[config.mk]
export PLATFORM = sky130hd
export DESIGN_NAME = ovf_monitor
export DESIGN_NICKNAME = d
export VERILOG_FILES = /design/src/rtl/ovf_pkg.sv /design/src/rtl/ovf_sticky_bank.sv /design/src/rtl/ovf_hold_timer.sv /design/src/rtl/ovf_monitor.sv
export SDC_FILE = /design/constraint.sdc
export NUM_CORES = 1
export LEC_CHECK = 0
export BUFFER_PORTS_ARGS = -buffer_cell sky130_fd_sc_hd__buf_2
export CAP_MARGIN = 20
export CELL_PAD_IN_SITES_DETAIL_PLACEMENT = 2
export CELL_PAD_IN_SITES_GLOBAL_PLACEMENT = 2
export CORE_ASPECT_RATIO = 0.8
export CORE_UTILIZATION = 30
export CTS_BUF_LIST = sky130_fd_sc_hd__clkbuf_16
export DETAILED_ROUTE_END_ITERATION = 16
export PLACE_DENSITY_LB_ADDON = 0.05
export SLEW_MARGIN = 0
export SYNTH_ARGS = -nofsm -noshare
export SYNTH_HDL_FRONTEND = slang
export SYNTH_SLANG_ARGS = --single-unit
[constraint.sdc]
create_clock -name clk -period 2 [get_ports clk]
set_clock_uncertainty 0.05 [all_clocks]
set_input_delay 0.3 -clock clk [delete_from_list [all_inputs] [get_ports clk]]
set_output_delay 0.3 -clock clk [all_outputs]
set_load 0.005 [all_outputs]
[src/rtl/ovf_pkg.sv]
`timescale 1ns/1ps
package ovf_pkg;
  // Width needed to hold values 0..lim
  function automatic int unsigned hold_width(input int unsigned lim);
    int unsigned w;
    w = 1;
    while ((64'd1 << w) <= lim) w++;
    return w;
  endfunction
endpackage

[src/rtl/ovf_sticky_bank.sv]
`timescale 1ns/1ps
module ovf_sticky_bank #(
  parameter int unsigned NUM_CH = 4
) (
  input  logic              clk,
  input  logic              rst,
  input  logic [NUM_CH-1:0] set_vec,
  input  logic              clr,
  output logic [NUM_CH-1:0] sticky
);
  for (genvar g = 0; g < NUM_CH; g++) begin : g_bit
    always_ff @(posedge clk) begin
      if (rst) sticky[g] <= 1'b0;
      else     sticky[g] <= (sticky[g] & ~clr) | set_vec[g];
    end
  end
endmodule

[src/rtl/ovf_hold_timer.sv]
`timescale 1ns/1ps
module ovf_hold_timer
  import ovf_pkg::*;
#(
  parameter int unsigned HOLD_TICKS = 131071
) (
  input  logic clk,
  input  logic rst,
  input  logic reload,
  input  logic tick,
  output logic hold_n
);
  localparam int unsigned CNT_W = hold_width(HOLD_TICKS);
  localparam logic [CNT_W-1:0] FULL = CNT_W'(HOLD_TICKS);

  logic [CNT_W-1:0] cnt_q, cnt_d;

  always_comb begin
    cnt_d = cnt_q;
    if (reload)                  cnt_d = FULL;
    else if (tick && cnt_q != 0) cnt_d = cnt_q - 1'b1;
  end

  always_ff @(posedge clk) begin
    if (rst) begin
      cnt_q  <= '0;
      hold_n <= 1'b1;
    end else begin
      cnt_q  <= cnt_d;
      hold_n <= (cnt_d == '0);
    end
  end
endmodule

[src/rtl/ovf_monitor.sv]
`timescale 1ns/1ps
module ovf_monitor #(
  parameter int unsigned NUM_CH     = 4,
  parameter int unsigned HOLD_TICKS = 131071
) (
  input  logic              clk,
  input  logic              rst,
  input  logic [NUM_CH-1:0] ovr_in,
  input  logic              rate_tick,
  input  logic [NUM_CH-1:0] ch_enable,
  input  logic              status_clear,
  output logic              ovf_n,
  output logic [NUM_CH-1:0] ovf_status
);
  logic flag_hit;

  assign flag_hit = |(ovr_in & ch_enable);

  ovf_sticky_bank #(.NUM_CH(NUM_CH)) u_status (
    .clk     (clk),
    .rst     (rst),
    .set_vec (ovr_in),
    .clr     (status_clear),
    .sticky  (ovf_status)
  );

  ovf_hold_timer #(.HOLD_TICKS(HOLD_TICKS)) u_hold (
    .clk    (clk),
    .rst    (rst),
    .reload (flag_hit),
    .tick   (rate_tick),
    .hold_n (ovf_n)
  );
endmodule

==> results_dict.tcl, run 1 <==
set metrics [dict create \
    antenna_found_initial 0 \
    setup_ws_ns -0.198 \
    period_minus_slack_ns 2.20 \
    end_kind "register" \
    cp_cell_sequence "inv_2 -> ha_4 -> nor4b_4 -> buf_4 -> nand3_4 -> o211a_4 -> nand3_1 -> nand3_1 -> a41o_1" \
    synth_top_area_share_pct 33.7 \
    drt_wl_total_um 5490 \
    synth_edf_count 0 \
    combPwrFrac_pct 27.0 \
    cell_internal_pwr_mw 0.910 \
    syn_area_mm2 0.00131 \
    rows 21 \
    finalSetupViolCount 10 \
    peakVddDrop_mv 0.336 \
    met3_length_um 108 \
    grt_max_degree 23 \
    sequentialPowerShare_pct 40.3 \
    status "complete, but fails checks" \
    rsz0062_at_grt "yes" \
    synthFlopType "dfxtp_1" \
    power_mw 1.31 \
    cts_tree "built" \
    hold_class "in2reg" \
    violations "setup timing" \
    die_y_um 61.1 \
    crit_arrival_ns 2.29 \
    wire_per_inst_um 20.9 \
    h-tree-depth 1 \
    wl_met2_um 2930 \
    crit_top_cell "nand3_1" \
    synth_seq_cells 22 \
    highest_layer "met4" \
    hold_buffers 0 \
    max_freq_mhz 455 \
    num_io_pins 17 \
    grt_usage_pct 24.2 \
    drcViolationCount 0 \
    grt_pass1_wl_um 7820 \
    cts_buffers 3 \
    syn-instance-count 155 \
    start_kind "register" \
    crit_family "simple AND/OR/NAND/NOR gates" \
    fin_tns_setup_ns -0.884 \
    finalHoldViolCount 0 \
    path_clk_slew_ns 0.06 \
    drtIter0Drc 60 \
    grt-ovfl-total 0 \
    slowest_delay_ns 0.34 \
    slew_headroom_pct 68.7 \
    dp.cells 250 \
    cp_max_fo 4 \
    path_buf_inv 2 \
    yosysUniqueCellTypes 47 \
    layout.cells.non_filler 263 \
    num-nets-final 221 \
    syn_nets 168 \
    met1_length_um 2350 \
    clock_sinks 22 \
    switchingPower_mw 0.403 \
    synthArstFlopShare_pct 0 \
    cts.path.max_buffers 2 \
    synth_area_leader_cell "dfxtp_1" \
    clk_latency_ns 0.26 \
    fill_cells 458 \
    synth.avg_cell_area_um2 8.44 \
    yosys_warnings 0 \
    antenna_cells 0 \
    worst_pin_slew_ns 0.466 \
    layout-drive-gt1-share_pct 46.1 \
    vias 1429 \
    start_util_pct 31.3 \
    fin_crit_sh_pct 110 \
    rrSetupSlack_ns -0.20 \
    fp.dieW_um 75.8 \
    coreArea_mm2 0.00418 \
    postRouteAntennaNets 0 \
    clockRootBuffer "clkbuf_16" \
    pre_cts_ws_ns -0.113 \
    power_leakage_nw 0.769 \
    seqCellArea_um2 443 \
    slew_violations 0 \
    cap_violations 0 \
    drt-vias-per-instance 5.43 \
    cp.required_ns 2.10 \
    finish.utilization_pct 46.7 \
    p_per_area_mw_per_mm2 673 \
    place_congestion 0.757 \
    power.share.switching_pct 30.7 \
    grt_pass1_vias 1486 \
    die-area_mm2 0.00463 \
    syn_to_final_growth_pct 49.0 \
    worstSetupPathType "reg2reg" \
    power_frac_clock_pct 32.7 \
    crit_slowest_cell "dfxtp_2" \
    multiInputGateArea_um2 958 \
    first_pass_iters 4 \
    dp_hpwl_um 3500 \
    yosysSeqAreaShare_pct 33.7 \
    portBuffers 16 \
    synth.area.top_cells "dfxtp_1 (34%), a21oi_1 (7.6%), nor2_1 (5.2%)" \
]
final cells by class:
cell class / instances / share of cell area [%]
multi-input cells: 123 / 49.1
repair buffers: 54 / 19.9
clock buffers: 3 / 3.85
flip-flops and latches: 22 / 22.7
inverters: 4 / 0.770
well taps: 57 / 3.66
through the flow:
| step | cell area, µm² | hold slack (ns) |
|---|---|---|
| finish | 1950 | 0.228 |
| floorplan | 1310 | 0.319 |
| global placement | 1640 | 0.412 |
| global route | 1950 | 0.243 |
| detailed placement | 1640 | 0.435 |
| CTS | 1820 | 0.220 |
power by group through the flow:
stage	sequential (mW)	clock, mW	combinational [mW]
after global placement	0.529	0	0.269
after floorplan	0.526	0	0.154
after CTS	0.524	0.438	0.308
after global routing	0.533	0.460	0.381
final	0.529	0.429	0.355
after detailed placement	0.532	0	0.282
synth_stat cells, drive strengths merged, types with 2 or more instances:
| cell type | n |
|---|---|
| a31oi | 3 |
| nor2 | 20 |
| nand4bb | 2 |
| nor3 | 6 |
| buf | 3 |
| dfxtp | 22 |
| nand2b | 2 |
| nand2 | 12 |
| clkbuf | 3 |
| nor4 | 6 |
| xnor2 | 3 |
| nand4 | 5 |
| a22oi | 2 |
| inv | 4 |
| o21ai | 3 |
| or2 | 3 |
| a21oi | 20 |
| or3 | 4 |
| and2 | 3 |
| mux2i | 4 |
| xor2 | 5 |
| nand3 | 6 |
cells by family after synthesis:
| kind of cell | after synthesis | share of synthesized area [%] |
|---|---|---|
| muxes | 4 | 3.06 |
| buffers and inverters | 10 | 3.82 |
| and+or+nand+nor | 75 | 36.2 |
| AOI/OAI and AO/OA | 35 | 16.9 |
| DFF | 22 | 33.7 |
| adders and majority gates | 1 | 0.956 |
| xor gates and xnor gates | 8 | 5.35 |
routing by layer:
metal / vias up / GRT usage [%]
li1: 666 / -
met3: 10 / 3.93
met5: - / 0
met2: 18 / 43.7
met1: 735 / 29.3
met4: 0 / 8.20
state kept, by name, summed over array words and instances (netlist names):
register and flops:
u_hold.cnt_q 17, u_hold.hold_n 1, u_status.sticky 4
placed cells by master, fill, tap and decap left out, drive strengths merged, types with 5 or more instances in the layout:
master	instances
nor3	6
nand2	12
nor4	6
nand4	5
nand3	6
dfxtp	22
xor2	5
buf	54
a21oi	20
nor2	20
worst reg2reg max path: stages (launching register included):
cell and delay (ns):
dfxtp_2 0.34, inv_2 0.08, ha_4 0.14, nor4b_4 0.32, buf_4 0.19, nand3_4 0.12, o211a_4 0.32, nand3_1 0.10
nand3_1 0.15, a41o_1 0.27
timing repair:
item,4_1_cts,5_1_grt
pin swaps,12,15
cloned,0,0
gates resized for setup,12,20
setup endpoints to repair,4,12
buffers inserted,5,5
worst paths after layout:
check	start	end	depth (start not counted)
setup / recovery	u_hold.cnt_q[1]	u_hold.hold_n	9
hold / removal	ovr_in[3]	u_status.sticky[3]	3
hold reg to reg	u_status.sticky[1]	u_status.sticky[1]	2
setup reg to reg	u_hold.cnt_q[1]	u_hold.hold_n	9
(Power assumes the default switching activity.)
==> inputs of run 2 (changes only) <==
--- a/config.mk
+++ b/config.mk
@@ -7,7 +7,7 @@
 export LEC_CHECK = 0
 export BUFFER_PORTS_ARGS = -buffer_cell sky130_fd_sc_hd__buf_2
 export CAP_MARGIN = 20
-export CELL_PAD_IN_SITES_DETAIL_PLACEMENT = 2
+export CELL_PAD_IN_SITES_DETAIL_PLACEMENT = 1
 export CELL_PAD_IN_SITES_GLOBAL_PLACEMENT = 2
 export CORE_ASPECT_RATIO = 0.8
 export CORE_UTILIZATION = 30
==> results_dict.tcl, run 2 (synthesis results as in run 1) <==
set metrics [dict create \
    violations "setup timing" \
    setup_ws_ns -0.00151 \
    fin_crit_sh_pct 100 \
    top_register "u_hold.cnt_q" \
    coreArea_mm2 0.00418 \
    final_common_cell "buf_4" \
    cp_max_fo 4 \
    drt-vias-per-instance 5.20 \
    status "complete, but fails checks" \
    power.share.switching_pct 29.1 \
    drtIter0Drc 55 \
    postRouteAntennaNets 0 \
    rows 21 \
    hold_buffers 0 \
    layout_common_cells "buf_4 (33), dfxtp_1 (20), a21oi_1 (19), nor2_1 (17), buf_2 (16)" \
    cap_violations 0 \
    grt-ovfl-total 0 \
    start_util_pct 31.3 \
    die-area_mm2 0.00463 \
    grt_pass1_vias 1404 \
    grt_usage_pct 21.0 \
    max_freq_mhz 500 \
    cell_internal_pwr_mw 0.902 \
    p_per_area_mw_per_mm2 674 \
    h-tree-depth 1 \
    crit_arrival_ns 2.15 \
    cts.path.max_buffers 2 \
    slew_violations 0 \
    path_clk_slew_ns 0.06 \
    cts_tree "built" \
    place_congestion 0.757 \
    end_kind "register" \
    first_pass_iters 4 \
    slew_headroom_pct 68.9 \
    finalSetupViolCount 1 \
    power_mw 1.27 \
    hold_class "in2reg" \
    fp.dieW_um 75.8 \
    peakVddDrop_mv 0.355 \
    num_io_pins 17 \
    start_kind "register" \
    worstSetupPathType "reg2reg" \
    worst_pin_slew_ns 0.467 \
    vias 1358 \
    drcViolationCount 0 \
    rsz0062_at_grt "yes" \
    antenna_found_initial 0 \
    grt_max_degree 23 \
    cts_buffers 3 \
    syn_to_final_growth_pct 44.1 \
    antenna_cells 0 \
    drt_wl_total_um 4370 \
    power_frac_clock_pct 33.3 \
    sequentialPowerShare_pct 41.3 \
    reg.largest.list "u_hold.cnt_q (17), u_status.sticky (4), u_hold.hold_n (1)" \
    clock_sinks 22 \
    grt_pass1_wl_um 7030 \
    finalHoldViolCount 0 \
    num-nets-final 219 \
    wire_per_inst_um 16.7 \
    cp.required_ns 2.15 \
    die_y_um 61.1 \
    clockRootBuffer "clkbuf_16" \
    power_leakage_nw 0.747 \
    combPwrFrac_pct 25.4 \
    portBuffers 16 \
    clk_latency_ns 0.26 \
    layout-drive-gt1-share_pct 42.6 \
    largest_reg_flops 17 \
    fin_tns_setup_ns -0.00151 \
    period_minus_slack_ns 2.00 \
    switchingPower_mw 0.370 \
    dp_hpwl_um 3120 \
]
==> run 2: final timing paths <==
path | end | startpoint | cells past startpoint | slack, ns
worst max-delay path | u_hold.hold_n | u_hold.cnt_q[1] | 8 | -0.002
worst min-delay path | u_status.sticky[0] | ovr_in[0] | 3 | 0.21
worst max register to register | u_hold.hold_n | u_hold.cnt_q[1] | 8 | -0.002
worst min register to register | u_status.sticky[0] | u_status.sticky[0] | 2 | 0.43
==> run 2: worst max-delay path: stages (launching register included) <==
cell and delay [ns]:
dfxtp_2 0.33, inv_2 0.07, ha_4 0.13, nor4b_4 0.29
nand3_2 0.21, o211a_4 0.32, nand4bb_4 0.12, mux2i_4 0.25
a41o_1 0.17
==> run 2: power groups by stage <==
stage / clock network (mW) / registers, mW / logic, mW
3_5_place_dp: 0 / 0.530 / 0.275
3_3_place_gp: 0 / 0.529 / 0.269
6_report: 0.423 / 0.525 / 0.323
2_1_floorplan: 0 / 0.526 / 0.154
4_1_cts: 0.438 / 0.523 / 0.305
5_1_grt: 0.466 / 0.530 / 0.351
==> run 2: final cells by class <==
class | instances | area (µm²)
fill | 496 | 2290
sequential | 22 | 443
inverter | 4 | 15.0
clock buffer | 3 | 75.1
timing repair buffer | 52 | 362
multi-input combinational | 123 | 920
tap | 57 | 71.3
==> run 2: repair_timing <==
| item | 4_1_cts | 5_1_grt |
|---|---|---|
| pin swaps | 10 | 7 |
| setup endpoints to repair | 4 | 11 |
| resized for setup | 13 | 9 |
| gates cloned | 0 | 0 |
| buffers inserted | 4 | 4 |
==> run 2: per-layer routing <==
| layer | GRT usage (%) | part of all wire, % | up-vias |
|---|---|---|---|
| met2 | 35.9 | 51 | 20 |
| met5 | 0 | 0 | - |
| met4 | 4.76 | 0.92 | 0 |
| li1 | - | - | 669 |
| met3 | 4.58 | 3.5 | 6 |
| met1 | 27.4 | 45 | 663 |
==> run 2: per-stage QoR <==
stage          hold WS (ns)  cell area (µm²)  instances  setup slack [ns]  utilization (%)
3_3_place_gp          0.412             1640        250           -0.0239             39.2
3_5_place_dp          0.422             1640        250           -0.0512             39.2
2_1_floorplan         0.319             1310        155           0.00134                -
6_report              0.214             1890        261          -0.00151             45.1
4_1_cts               0.218             1810        257           0.00793             43.3
5_1_grt               0.238             1890        261            -0.140             45.1
